`src/rtl/ycc_demux_pkg.sv`:
```
package ycc_demux_pkg;

  localparam logic [2:0] MODE_SD_MUX    = 3'b000;
  localparam logic [2:0] MODE_PROG_WIDE = 3'b001;
  localparam logic [2:0] MODE_HD_WIDE   = 3'b010;
  localparam logic [2:0] MODE_PROG_DDR  = 3'b100;
  localparam logic [2:0] MODE_PROG_2X   = 3'b111;

  // How samples reach the control each rising edge
  typedef enum logic [1:0] {
    LANE_NONE,
    LANE_SINGLE,
    LANE_WIDE,
    LANE_PAIR
  } lane_e;

  // Source of the chroma sample in an output word
  typedef enum logic [1:0] {
    CSEL_HOLD,
    CSEL_BUS,
    CSEL_A,
    CSEL_B
  } csel_e;

  typedef struct packed {
    logic  holdChroma;
    logic  emit;
    logic  isCr;
    logic  lumaFromB;
    csel_e chromaSel;
  } strobe_t;

  function automatic lane_e laneOf(input logic [2:0] mode);
    lane_e lane;
    case (mode)
      MODE_SD_MUX, MODE_PROG_2X:     lane = LANE_SINGLE;
      MODE_PROG_WIDE, MODE_HD_WIDE:  lane = LANE_WIDE;
      MODE_PROG_DDR:                 lane = LANE_PAIR;
      default:                       lane = LANE_NONE;
    endcase
    return lane;
  endfunction

endpackage

```
`src/rtl/ycc_demux_datapath.sv`:
```
module ycc_demux_datapath
  import ycc_demux_pkg::*;
#(
  parameter int DW = 8
) (
  input  logic          clk,
  input  logic          rstN,
  input  logic [DW-1:0] pixLo,
  input  logic [DW-1:0] pixHi,
  input  strobe_t       strobe,
  output logic [DW-1:0] sampA,
  output logic [DW-1:0] sampB,
  output logic          sampLive,
  output logic [DW-1:0] outY,
  output logic [DW-1:0] outC,
  output logic          outIsCr,
  output logic          outValid
);

  logic [DW-1:0] riseLo, riseHi, fallLo, sampC, chromaHold, chromaPick, lumaPick;
  logic [1:0]    fillSr;

  // Falling-edge capture for the dual-edge style
  always_ff @(negedge clk or negedge rstN) begin
    if (!rstN) fallLo <= '0;
    else       fallLo <= pixLo;
  end

  // Rising-edge capture, then retime: sampA/sampB form one time-ordered pair
  always_ff @(posedge clk or negedge rstN) begin
    if (!rstN) begin
      riseLo <= '0;
      riseHi <= '0;
      sampA  <= '0;
      sampB  <= '0;
      sampC  <= '0;
      fillSr <= '0;
    end else begin
      riseLo <= pixLo;
      riseHi <= pixHi;
      sampA  <= riseLo;
      sampB  <= fallLo;
      sampC  <= riseHi;
      fillSr <= {fillSr[0], 1'b1};
    end
  end

  assign sampLive = fillSr[1];

  always_comb begin
    case (strobe.chromaSel)
      CSEL_HOLD: chromaPick = chromaHold;
      CSEL_BUS:  chromaPick = sampC;
      CSEL_A:    chromaPick = sampA;
      default:   chromaPick = sampB;
    endcase
    lumaPick = strobe.lumaFromB ? sampB : sampA;
  end

  always_ff @(posedge clk or negedge rstN) begin
    if (!rstN) begin
      chromaHold <= '0;
      outY       <= '0;
      outC       <= '0;
      outIsCr    <= 1'b0;
      outValid   <= 1'b0;
    end else begin
      if (strobe.holdChroma) chromaHold <= sampA;
      outValid <= strobe.emit;
      if (strobe.emit) begin
        outY    <= lumaPick;
        outC    <= chromaPick;
        outIsCr <= strobe.isCr;
      end
    end
  end

endmodule

```
`src/rtl/ycc_demux_ctrl.sv`:
```
module ycc_demux_ctrl
  import ycc_demux_pkg::*;
#(
  parameter int DW = 8
) (
  input  logic          clk,
  input  logic          rstN,
  input  logic          modeLoad,
  input  logic [2:0]    modeIn,
  input  logic          edgeSwap,
  input  logic [DW-1:0] sampA,
  input  logic [DW-1:0] sampB,
  input  logic          sampLive,
  output strobe_t       strobe,
  output logic          savPulse,
  output logic          eavPulse,
  output logic          fieldFlag,
  output logic          vblankFlag
);

  localparam logic [DW-1:0] CODE_ONES = '1;
  localparam logic [DW-1:0] CODE_ZERO = '0;
  localparam int F_POS = DW - 2;
  localparam int V_POS = DW - 3;
  localparam int H_POS = DW - 4;

  logic [2:0]    modeReg;
  lane_e         lane;
  logic [DW-1:0] hist1, hist2, hist3, histB;
  logic [1:0]    codeLeft, phase;
  logic          crToggle;
  logic          active, isLead, suppress, trsHit, trsF, trsV, trsH;

  assign lane     = laneOf(modeReg);
  assign active   = sampLive && (lane != LANE_NONE);
  assign isLead   = active && (sampA == CODE_ONES) && (codeLeft == 2'd0);
  assign suppress = isLead || (codeLeft != 2'd0);

  // Timing-code recognition on the time-ordered sample history
  always_comb begin
    trsHit = 1'b0;
    if (active) begin
      if (lane == LANE_PAIR)
        trsHit = (hist1 == CODE_ONES) && (histB == CODE_ZERO) && (sampA == CODE_ZERO);
      else
        trsHit = (hist3 == CODE_ONES) && (hist2 == CODE_ZERO) && (hist1 == CODE_ZERO);
    end
    trsF = (lane == LANE_PAIR) ? sampB[F_POS] : sampA[F_POS];
    trsV = (lane == LANE_PAIR) ? sampB[V_POS] : sampA[V_POS];
    trsH = (lane == LANE_PAIR) ? sampB[H_POS] : sampA[H_POS];
  end

  // Strobes toward the datapath
  always_comb begin
    strobe = '0;
    strobe.chromaSel = CSEL_HOLD;
    if (active && !suppress) begin
      case (lane)
        LANE_SINGLE: begin
          if (!phase[0]) strobe.holdChroma = 1'b1;
          else begin
            strobe.emit = 1'b1;
            strobe.isCr = phase[1];
          end
        end
        LANE_WIDE: begin
          strobe.emit      = 1'b1;
          strobe.isCr      = crToggle;
          strobe.chromaSel = CSEL_BUS;
        end
        default: begin
          strobe.emit      = 1'b1;
          strobe.isCr      = crToggle;
          strobe.lumaFromB = !edgeSwap;
          strobe.chromaSel = edgeSwap ? CSEL_B : CSEL_A;
        end
      endcase
    end
  end

  always_ff @(posedge clk or negedge rstN) begin
    if (!rstN) begin
      modeReg    <= MODE_PROG_2X;
      hist1      <= '0;
      hist2      <= '0;
      hist3      <= '0;
      histB      <= '0;
      codeLeft   <= '0;
      phase      <= '0;
      crToggle   <= 1'b0;
      savPulse   <= 1'b0;
      eavPulse   <= 1'b0;
      fieldFlag  <= 1'b0;
      vblankFlag <= 1'b0;
    end else begin
      if (modeLoad) modeReg <= modeIn;
      if (sampLive) begin
        hist1 <= sampA;
        hist2 <= hist1;
        hist3 <= hist2;
        histB <= sampB;
      end
      if (!active)                codeLeft <= 2'd0;
      else if (isLead)            codeLeft <= (lane == LANE_PAIR) ? 2'd1 : 2'd3;
      else if (codeLeft != 2'd0)  codeLeft <= codeLeft - 2'd1;

      if (trsHit && !trsH) begin
        phase    <= 2'd0;
        crToggle <= 1'b0;
      end else if (active && !suppress) begin
        if (lane == LANE_SINGLE) phase <= phase + 2'd1;
        else                     crToggle <= !crToggle;
      end

      savPulse <= trsHit && !trsH;
      eavPulse <= trsHit && trsH;
      if (trsHit) begin
        fieldFlag  <= trsF;
        vblankFlag <= trsV;
      end
    end
  end

  // The status word always lands in the last slot of the suppression window
  assert_code_window_R8: assert property (@(posedge clk) disable iff (!rstN)
    trsHit |-> (codeLeft == 2'd1));

  assert_sav_eav_excl_R7: assert property (@(posedge clk) disable iff (!rstN)
    !(savPulse && eavPulse));

  assert_pulse_single_R7: assert property (@(posedge clk) disable iff (!rstN)
    (savPulse || eavPulse) |=> !(savPulse || eavPulse));

  assert_phase_realign_R9: assert property (@(posedge clk) disable iff (!rstN)
    savPulse |-> (phase == 2'd0 && !crToggle));

endmodule

```
`src/rtl/ycc_input_demux.sv`:
```
module ycc_input_demux
  import ycc_demux_pkg::*;
#(
  parameter int DW = 8
) (
  input  logic          clk,
  input  logic          rstN,
  input  logic          modeLoad,
  input  logic [2:0]    modeIn,
  input  logic          edgeSwap,
  input  logic [DW-1:0] pixLo,
  input  logic [DW-1:0] pixHi,
  output logic [DW-1:0] outY,
  output logic [DW-1:0] outC,
  output logic          outIsCr,
  output logic          outValid,
  output logic          savPulse,
  output logic          eavPulse,
  output logic          fieldFlag,
  output logic          vblankFlag
);

  strobe_t       strobe;
  logic [DW-1:0] sampA, sampB;
  logic          sampLive;

  ycc_demux_datapath #(.DW(DW)) uPath (
    .clk      (clk),
    .rstN     (rstN),
    .pixLo    (pixLo),
    .pixHi    (pixHi),
    .strobe   (strobe),
    .sampA    (sampA),
    .sampB    (sampB),
    .sampLive (sampLive),
    .outY     (outY),
    .outC     (outC),
    .outIsCr  (outIsCr),
    .outValid (outValid)
  );

  ycc_demux_ctrl #(.DW(DW)) uCtrl (
    .clk        (clk),
    .rstN       (rstN),
    .modeLoad   (modeLoad),
    .modeIn     (modeIn),
    .edgeSwap   (edgeSwap),
    .sampA      (sampA),
    .sampB      (sampB),
    .sampLive   (sampLive),
    .strobe     (strobe),
    .savPulse   (savPulse),
    .eavPulse   (eavPulse),
    .fieldFlag  (fieldFlag),
    .vblankFlag (vblankFlag)
  );

  assert_no_pixel_on_trs_R8: assert property (@(posedge clk) disable iff (!rstN)
    (savPulse || eavPulse) |-> !outValid);

endmodule

```
`config.mk`:
```
export PLATFORM = sky130hd
export DESIGN_NAME = ycc_input_demux
export DESIGN_NICKNAME = d
export VERILOG_FILES = /design/src/rtl/ycc_demux_pkg.sv /design/src/rtl/ycc_demux_datapath.sv /design/src/rtl/ycc_demux_ctrl.sv /design/src/rtl/ycc_input_demux.sv
export SDC_FILE = /design/constraint.sdc
export NUM_CORES = 1
export LEC_CHECK = 0
export BUFFER_PORTS_ARGS = -buffer_cell sky130_fd_sc_hd__buf_2
export CAP_MARGIN = 20
export CORE_AREA = 3 3 95 97
export CTS_BUF_LIST = sky130_fd_sc_hd__clkbuf_8
export CTS_CLUSTER_SIZE = 30
export DETAILED_ROUTE_END_ITERATION = 8
export DIE_AREA = 0 0 98 100
export PLACE_DENSITY = 0.77
export SYNTH_ARGS = -nofsm -noshare
export SYNTH_HDL_FRONTEND = slang
export SYNTH_SLANG_ARGS = --single-unit
export TNS_END_PERCENT = 5
```
`constraint.sdc`:
```
create_clock -name clk -period 2.4 [get_ports clk]
set_input_delay 0.48 -clock clk [delete_from_list [all_inputs] [get_ports clk]]
set_output_delay 0.48 -clock clk [all_outputs]
set_load 0.05 [all_outputs]
```
==> flow_summary.toml, run 1 <==
[outcome]
status = "finished with violations"
violations = "setup timing"

[pwr]
p_per_area_nw_per_um2 = 1110
comb_power_share = 0.241
p_sw_frac = 0.337
power.switching_mw = 2.03
p_seq_frac = 0.432
ir_drop_mv = 0.717
leakage_nw = 2.52
clockPowerShare = 0.327
power.internal_mw = 4.01

[clocking]
cts_root_buf = "clkbuf_8"
clk_latency_ns = 0.42
clk_pin_slew_ns = 0.08
cts_max_level = 4
post_cts_buffers = 0
tritoncts = "built"
clock_sinks = 120
clockBufferDepth = 2
cts-buffers-inserted = 17

[layout]
stdcell_count = 517
synthToLayoutAreaGrowth_pct = 20.8
n_fill_cell = 586
nets = 428
post_route_cells_drive_above_1_share = 0.362
design_area_sq_um = 5460
multi_input_comb_area_sq_um = 1510
mostFrequentLayoutCells = "109 x dfrtp_1, 44 x mux2_2, 43 x buf_2, 22 x nand2_1, 21 x o21ai_0"
seqCellArea_sq_um = 3010
fin_util = 0.665
mostFrequentLayoutCell = "dfrtp_1"
diodes = 0

[setup_path]
crit_fanout = 6
critPathArrivalTime_ns = 2.77
path_class = "flip-flop to flip-flop"
worstSetupEndpointType = "flip-flop"
required_ns = 2.76
startpoint_type = "flip-flop"

[die]
initial_core_util = 0.550
die_w_microns = 98
dieArea_sq_um = 9800
die_y_microns = 100
core.rowCount = 33
core-area_sq_um = 8220
pin_count = 45

[timing]
fmax_mhz = 416
setup_ws_ns = -0.00447
hold_viol = 0
rsz0062_at_grt = "true"
skew_ns = 0.0405
min_period_ns = 2.40
drv_slew = 0
min_period_over_period = 1.00
setup-tns-final_ns = -0.00812
setup_viol = 2

[placement]
place_congestion = 0.808
dp_slack_ns = -0.0668
place_inst = 484
dp_hpwl_microns = 6400
place_area_sq_um = 4960
io_buffer_count = 44

[detailed_routing]
vias_per_cell = 5.60
drcViolationCount = 0
wire_per_inst_microns = 18.5
dr.pass1.iters = 4
drtIter0Drc = 179
wirelength_microns = 9580
num_vias = 2896
ant_nets = 0

[synthesis]
netlist_instances = 331
yosysWarnings = 0
synth_ff_type = "dfrtp_1"
netlist_area_sq_um = 4520
synth.distinct_cells = 42
synthArstFlopShare = 1.00
ys_seq_area_frac = 0.665
syn_nets = 360
synth_edf_count = 0
synth_seq_cells = 120
avgSynthCellArea_sq_um = 13.7

[global_routing]
grt_pass1_wl_microns = 15600
grt.total_usage = 0.210
antenna_found_initial = 0
grt_overflow_total = 0
grt_max_degree = 35
grt_pass1_vias = 3084

[job]
drv_cap = 0

[hold_path]
holdCritPathClass = "input pin to flip-flop"
-- final cells by class --
cell class              instances  area share
flip-flops and latches        120       0.550
multi-input cells             195       0.276
repair buffers                 60      0.0662
clock buffers                  17      0.0428
clock inverters                15      0.0371
well taps                     105      0.0240
inverters                       5     0.00344
-- cells by family after synthesis --
kind of cell,count (synthesis),share of synthesized area
mux,54,0.132
fa+ha+maj,6,0.0166
compound gates,62,0.0860
xor+xnor,1,0.00194
simple gates,71,0.0844
flops,120,0.665
other cells,1,0.000829
buf+inv,16,0.0138
-- through the flow --
step	total power, mW	hold WS, ns
2_1_floorplan	3.59	0.184
3_3_place_gp	3.98	0.331
3_5_place_dp	4.04	0.335
4_1_cts	6.03	0.134
5_1_grt	6.30	0.116
6_report	6.04	0.152
-- worst paths after layout --
check                                  from               to  slack, ns  cells past startpoint
max reg2reg                uCtrl.modeReg[2]    uPath.outC[0]     -0.004                     10
min reg2reg                 uPath.riseLo[5]   uPath.sampA[5]       0.35                      0
min in group asynchronous              rstN   uCtrl.histB[0]       0.52                      2
max                        uCtrl.modeReg[2]    uPath.outC[0]     -0.004                     10
min                                pixHi[0]  uPath.riseHi[0]       0.15                      1
max in group asynchronous              rstN  uPath.fallLo[0]       0.45                      2
-- timing repair --
item	in CTS	in global routing
hold buffers	1	0
pin swaps	1	2
endpoints found under the setup margin	28	27
cloned	0	0
resized for setup	5	13
hold endpoints to repair	18	0
-- worst max-delay path, cell delays in order (launching register included) --
cell and delay, ns:
dfstp_2 0.57, nand3_1 0.07, o21ai_0 0.11, inv_1 0.12, ha_1 0.25, nand3b_1 0.25, a211oi_2 0.27, buf_4 0.21
o2bb2ai_1 0.08, a211oi_1 0.28, a21o_1 0.13
-- per-layer routing --
| layer | track usage | vias to the layer above | routed length (microns) |
|---|---|---|---|
| li1 | - | 1324 | - |
| met1 | 0.264 | 1474 | 4010 |
| met2 | 0.347 | 86 | 4870 |
| met3 | 0.0723 | 12 | 568 |
| met4 | 0.0671 | 0 | 125 |
| met5 | 0 | - | 0 |
-- cells in the mapped netlist (all sizes together) (6+ instances only) --
| master | count | share of area |
|---|---|---|
| mux2i | 10 | 0.022 |
| nand2 | 24 | 0.020 |
| o21ai | 27 | 0.030 |
| clkbuf | 8 | 0.0066 |
| mux2 | 44 | 0.11 |
| o2bb2ai | 6 | 0.012 |
| dfrtn | 8 | 0.044 |
| a21oi | 8 | 0.0089 |
| a21o | 7 | 0.012 |
| a211oi | 7 | 0.012 |
| ha | 6 | 0.017 |
| nor2 | 11 | 0.0091 |
| dfrtp | 109 | 0.60 |
-- power groups by stage --
stage | registers (mW) | logic, mW | clock network, mW
detailed placement | 2.63 | 1.41 | 0
global route | 2.64 | 1.57 | 2.09
global placement | 2.62 | 1.36 | 0
floorplan | 3.02 | 0.575 | 0
finish | 2.61 | 1.45 | 1.98
CTS | 2.60 | 1.43 | 1.99
No activity file was read; power rests on OpenSTA's default activity.
==> inputs of run 2 (changes only) <==
--- a/config.mk
+++ b/config.mk
@@ -5,14 +5,15 @@
 export SDC_FILE = /design/constraint.sdc
 export NUM_CORES = 1
 export LEC_CHECK = 0
+export ABC_AREA = 1
 export BUFFER_PORTS_ARGS = -buffer_cell sky130_fd_sc_hd__buf_2
 export CAP_MARGIN = 20
-export CORE_AREA = 3 3 95 97
+export CORE_AREA = 3 3 97 99
 export CTS_BUF_LIST = sky130_fd_sc_hd__clkbuf_8
 export CTS_CLUSTER_SIZE = 30
 export DETAILED_ROUTE_END_ITERATION = 8
-export DIE_AREA = 0 0 98 100
-export PLACE_DENSITY = 0.77
+export DIE_AREA = 0 0 100 102
+export PLACE_DENSITY = 0.76
 export SYNTH_ARGS = -nofsm -noshare
 export SYNTH_HDL_FRONTEND = slang
 export SYNTH_SLANG_ARGS = --single-unit
==> flow_summary.toml, run 2 <==
[timing]
skew_ns = 0.0384
setup-tns-final_ns = 0
drv_slew = 0
hold_viol = 0
fmax_mhz = 449
whs_ns = 0.168
min_period_ns = 2.23
min_period_over_period = 0.928
setup_viol = 0

[synthesis]
avgSynthCellArea_sq_um = 9.58
ys_seq_area_frac = 0.646
netlist_area_sq_um = 4660
synth_seq_cells = 120
synth_ff_type = "dfrtp_1"
yosys.area.top_type_share = 0.586
synth_edf_count = 0
synthTopCellsByArea = "dfrtp_1 59%, nand2_1 12%, dfrtn_1 4.3%"
synth.top_cells.by_count = "153 x nand2_1, 109 x dfrtp_1, 44 x nor2_1"
yosys.area.top_type = "dfrtp_1"
synth.distinct_cells = 28
yosysWarnings = 0
yosysMostFrequentCell = "nand2_1"
syn_nets = 515
synthArstFlopShare = 1.00
netlist_instances = 486

[detailed_routing]
drcViolationCount = 0
dr.pass1.iters = 6
ant_nets = 0
drtIter0Drc = 244
wire_per_inst_microns = 14.3
wirelength_microns = 9680
num_vias = 3463
vias_per_cell = 5.12

[die]
die_w_microns = 100
core.rowCount = 34
pin_count = 45
dieArea_sq_um = 10200
initial_core_util = 0.539
die_y_microns = 102
core-area_sq_um = 8640

[layout]
mostFrequentLayoutCells = "151 x nand2_1, 109 x dfrtp_1, 44 x inv_1, 43 x buf_2, 42 x nor2_1"
stdcell_count = 676
synthToLayoutAreaGrowth_pct = 18.0
fin_util = 0.636
diodes = 0
nets = 584
post_route_cells_drive_above_1_share = 0.206
mostFrequentLayoutCell = "nand2_1"

[setup_path]
path_class = "flip-flop to flip-flop"
startpoint_type = "flip-flop"
cp_slowest_cell = "dfstp_2"
cpPeakStageDelay_ns = 0.53
path_cells = "inv_1 -> nand2_1 -> o21a_1 -> inv_1 -> ha_2 -> nor2_2 -> nand3_2 -> buf_4 -> nand4_1 -> buf_6 -> nand3_1 -> o21ai_1 -> nand2_1"
worst-path-buf-inv = 4
worstSetupEndpointType = "flip-flop"
required_ns = 2.70
crit_fanout = 14
path_delay_family = "simple AND/OR/NAND/NOR gates"
critPathArrivalTime_ns = 2.53

[global_routing]
grt_pass1_vias = 3393
grt_max_degree = 37
grt_pass1_wl_microns = 16100
antenna_found_initial = 0
grt_overflow_total = 0
grt.total_usage = 0.206

[clocking]
clk_pin_slew_ns = 0.07
clk_latency_ns = 0.41
tritoncts = "built"
clock_sinks = 120
cts-buffers-inserted = 17
cts_max_level = 4
clockBufferDepth = 2
cts_root_buf = "clkbuf_8"

[outcome]
status = "complete, no violations"

[pwr]
p_per_area_nw_per_um2 = 1050
ir_drop_mv = 0.812
p_total_mw = 5.78
p_sw_frac = 0.377
leakage_nw = 2.86
clockPowerShare = 0.268
comb_power_share = 0.280
p_seq_frac = 0.451
power.internal_mw = 3.60
power.switching_mw = 2.17

[placement]
io_buffer_count = 44
dp_hpwl_microns = 6760
place_inst = 642
place_congestion = 0.836

[job]
drv_cap = 0

[hold_path]
holdCritPathClass = "input pin to flip-flop"
## run 2: path summary, 6_finish.rpt
kind	from	endpoint	slack [ns]	depth (start not counted)
min	pixHi[7]	uPath.riseHi[7]	0.17	1
min reg2reg	uPath.riseLo[1]	uPath.sampA[1]	0.34	0
max in group asynchronous	rstN	uPath.fallLo[1]	0.51	2
max reg2reg	uCtrl.modeReg[1]	uPath.outC[3]	0.17	13
min in group asynchronous	rstN	uCtrl.hist3[1]	0.49	2
max	uCtrl.modeReg[1]	uPath.outC[3]	0.17	13
## run 2: layout make-up
| cell class | instances | area (sq um) |
|---|---|---|
| well taps | 108 | 135 |
| clock buffers | 19 | 262 |
| multi-input cells | 306 | 1450 |
| repair buffers | 65 | 387 |
| fillers | 695 | 3140 |
| clock inverters | 13 | 83.8 |
| inverters | 45 | 171 |
| flip-flops and latches | 120 | 3010 |
## run 2: power by group through the flow
stage	registers [mW]	clock network [mW]	logic, mW
after detailed placement	2.63	0	1.60
after floorplan	3.10	0	0.658
after global routing	2.64	1.68	1.79
after CTS	2.60	1.58	1.61
after global placement	2.62	0	1.56
final	2.61	1.55	1.62
## run 2: cells by family after synthesis
family	share of synthesized area
buffers and inverters	0.0529
AO/OA/AOI/OAI	0.0701
other	0.000805
AND/OR/NAND/NOR	0.214
adder cells (fa/ha/maj)	0.0161
flip-flops	0.646
## run 2: stage by stage
step           worst slack (ns)  cell area (sq um)
3_3_place_gp             0.0891               5080
5_1_grt                 -0.0222               5490
4_1_cts                  0.0285               5440
3_5_place_dp            -0.0183               5080
6_report                  0.172               5490
2_1_floorplan             0.156               4660
## run 2: layer usage
metal	global-route usage	vias to the layer above	wire length (microns)
li1	-	1674	-
met1	0.284	1652	4390
met2	0.313	116	4620
met3	0.0451	21	455
met4	0.104	0	217
met5	0	-	0
## run 2: worst register-to-register path: stages (launching register included)
cell	delay [ns]
dfstp_2	0.53
inv_1	0.06
nand2_1	0.11
o21a_1	0.14
inv_1	0.06
ha_2	0.19
nor2_2	0.14
nand3_2	0.16
buf_4	0.19
nand4_1	0.08
buf_6	0.16
nand3_1	0.09
o21ai_1	0.15
nand2_1	0.06
## run 2: repair_timing
item                                    CTS  global route
hold buffers                              1             0
setup buffers                             0             1
pin swaps                                 0             2
endpoints found under the setup margin   12            32
endpoints found under the hold margin    11             0
gates resized for setup                   2            17
==> inputs of run 3 (changes only) <==
--- a/config.mk
+++ b/config.mk
@@ -14,6 +14,7 @@
 export DETAILED_ROUTE_END_ITERATION = 8
 export DIE_AREA = 0 0 100 102
 export PLACE_DENSITY = 0.76
+export REMOVE_ABC_BUFFERS = 1
 export SYNTH_ARGS = -nofsm -noshare
 export SYNTH_HDL_FRONTEND = slang
 export SYNTH_SLANG_ARGS = --single-unit
==> flow_summary.toml, run 3 (synthesized netlist as in run 2, its figures left out) <==
[die]
initial_core_util = 0.539
core.rowCount = 34
die_y_microns = 102
core-area_sq_um = 8640
die_w_microns = 100
pin_count = 45
dieArea_sq_um = 10200

[layout]
synthToLayoutAreaGrowth_pct = 20.7
mostFrequentLayoutCell = "nand2_1"
diodes = 0
mostFrequentLayoutCells = "150 x nand2_1, 109 x dfrtp_1, 43 x nor2_1, 43 x buf_2, 42 x inv_1"
nets = 585
post_route_cells_drive_above_1_share = 0.209

[clocking]
clk_latency_ns = 0.42
cts_root_buf = "clkbuf_8"
clock_sinks = 120
clockBufferDepth = 2
cts_max_level = 4
clk_pin_slew_ns = 0.08
cts-buffers-inserted = 17
tritoncts = "built"

[timing]
drv_slew = 0
whs_ns = 0.154
skew_ns = 0.0424
min_period_over_period = 0.966
min_period_ns = 2.32
hold_viol = 0
setup_viol = 0
setup-tns-final_ns = 0
rsz0062_at_grt = "true"
fmax_mhz = 431

[global_routing]
grt_overflow_total = 0
grt_pass1_wl_microns = 16000
antenna_found_initial = 0
grt_max_degree = 81
grt.total_usage = 0.204
grt_pass1_vias = 3412

[setup_path]
rr_worst_depth = 13
path_cells = "inv_1 -> nand2_1 -> o21a_1 -> inv_1 -> ha_4 -> nor2_2 -> nand3_2 -> buf_6 -> nand4_1 -> buf_4 -> nor2_1 -> o21ai_0 -> nand2_1"
crit_fanout = 8
path_delay_family = "simple AND/OR/NAND/NOR gates"
reg2reg_slack_ns = 0.08
startpoint_type = "flip-flop"
path_class = "flip-flop to flip-flop"
required_ns = 2.72
cp_slowest_cell = "dfstp_2"
reg2reg_from = "uCtrl.modeReg[1]"
worstSetupEndpointType = "flip-flop"
worst-path-buf-inv = 4
cpPeakStageDelay_ns = 0.53
r2r_end = "uPath.outC[0]"
critPathArrivalTime_ns = 2.63

[outcome]
status = "complete, no violations"

[hold_path]
hold_start = "pixHi[2]"
holdCritPathClass = "input pin to flip-flop"
hold_path_end = "uPath.riseHi[2]"
min_path_cells = 1

[pwr]
p_per_area_nw_per_um2 = 1110
leakage_nw = 2.89
ir_drop_mv = 0.634

[placement]
io_buffer_count = 44
place_congestion = 0.863
dp_hpwl_microns = 6350

[detailed_routing]
wirelength_microns = 9560
dr.pass1.iters = 6
ant_nets = 0
vias_per_cell = 5.09
drtIter0Drc = 332
drcViolationCount = 0
wire_per_inst_microns = 14.1
num_vias = 3448

[job]
drv_cap = 0
## run 3: worst max path at each step
| stage | cells past startpoint | endpoint | startpoint |
|---|---|---|---|
| after CTS | 13 | uPath.outC[0] | uCtrl.modeReg[1] |
| after global routing | 13 | uPath.outC[0] | uCtrl.modeReg[1] |
| after global placement | 14 | uPath.outC[1] | uCtrl.modeReg[0] |
| after detailed placement | 14 | uPath.outC[7] | uCtrl.modeReg[0] |
| final | 13 | uPath.outC[0] | uCtrl.modeReg[1] |
| after floorplan | 14 | uPath.outC[0] | uCtrl.modeReg[0] |
## run 3: area by class of cell
type | count | area (sq um)
Multi-Input combinational cell | 306 | 1460
Tap cell | 108 | 135
Timing Repair Buffer | 66 | 407
Sequential cell | 120 | 3010
Clock buffer | 18 | 248
Clock inverter | 14 | 199
Inverter | 45 | 169
Fill cell | 670 | 3010
## run 3: layer usage
layer / global-route usage / up-vias / share of wire
met1: 0.260 / 1664 / 0.43
met5: 0 / - / 0
met3: 0.0498 / 14 / 0.051
met4: 0.0767 / 0 / 0.013
li1: - / 1681 / -
met2: 0.343 / 89 / 0.51
## run 3: what timing repair did
action | CTS | global route
hold endpoints to repair | 8 | 0
pin swaps | 0 | 1
buffers inserted | 1 | 2
endpoints found under the setup margin | 5 | 31
gates resized for setup | 1 | 13
hold buffers | 1 | 0
## run 3: where the power goes
part	total (mW)	leakage (nW)	switching, mW	internal [mW]
clock	1.99	0.211	0.821	1.16
sequential	2.60	1.46	0.216	2.38
combinational	1.63	1.23	1.17	0.468
total	6.22	2.89	2.20	4.02
## run 3: stage by stage
step | instance area [sq um] | setup slack (ns) | utilization | power, mW | instances
floorplan | 4580 | -0.147 | - | 3.73 | 471
detailed placement | 5080 | -0.0316 | 0.589 | 4.22 | 641
global placement | 5080 | 0.0490 | 0.589 | 4.18 | 641
CTS | 5550 | 0.000201 | 0.643 | 6.24 | 675
global route | 5620 | -0.104 | 0.651 | 6.57 | 677
finish | 5620 | 0.0822 | 0.651 | 6.22 | 677
## run 3: worst reg2reg max path, stage by stage, from the launching register on
cell and delay (ns):
dfstp_2 0.53, inv_1 0.05, nand2_1 0.10, o21a_1 0.14
inv_1 0.08, ha_4 0.17, nor2_2 0.14, nand3_2 0.15
buf_6 0.18, nand4_1 0.18, buf_4 0.16, nor2_1 0.04
o21ai_0 0.21, nand2_1 0.07
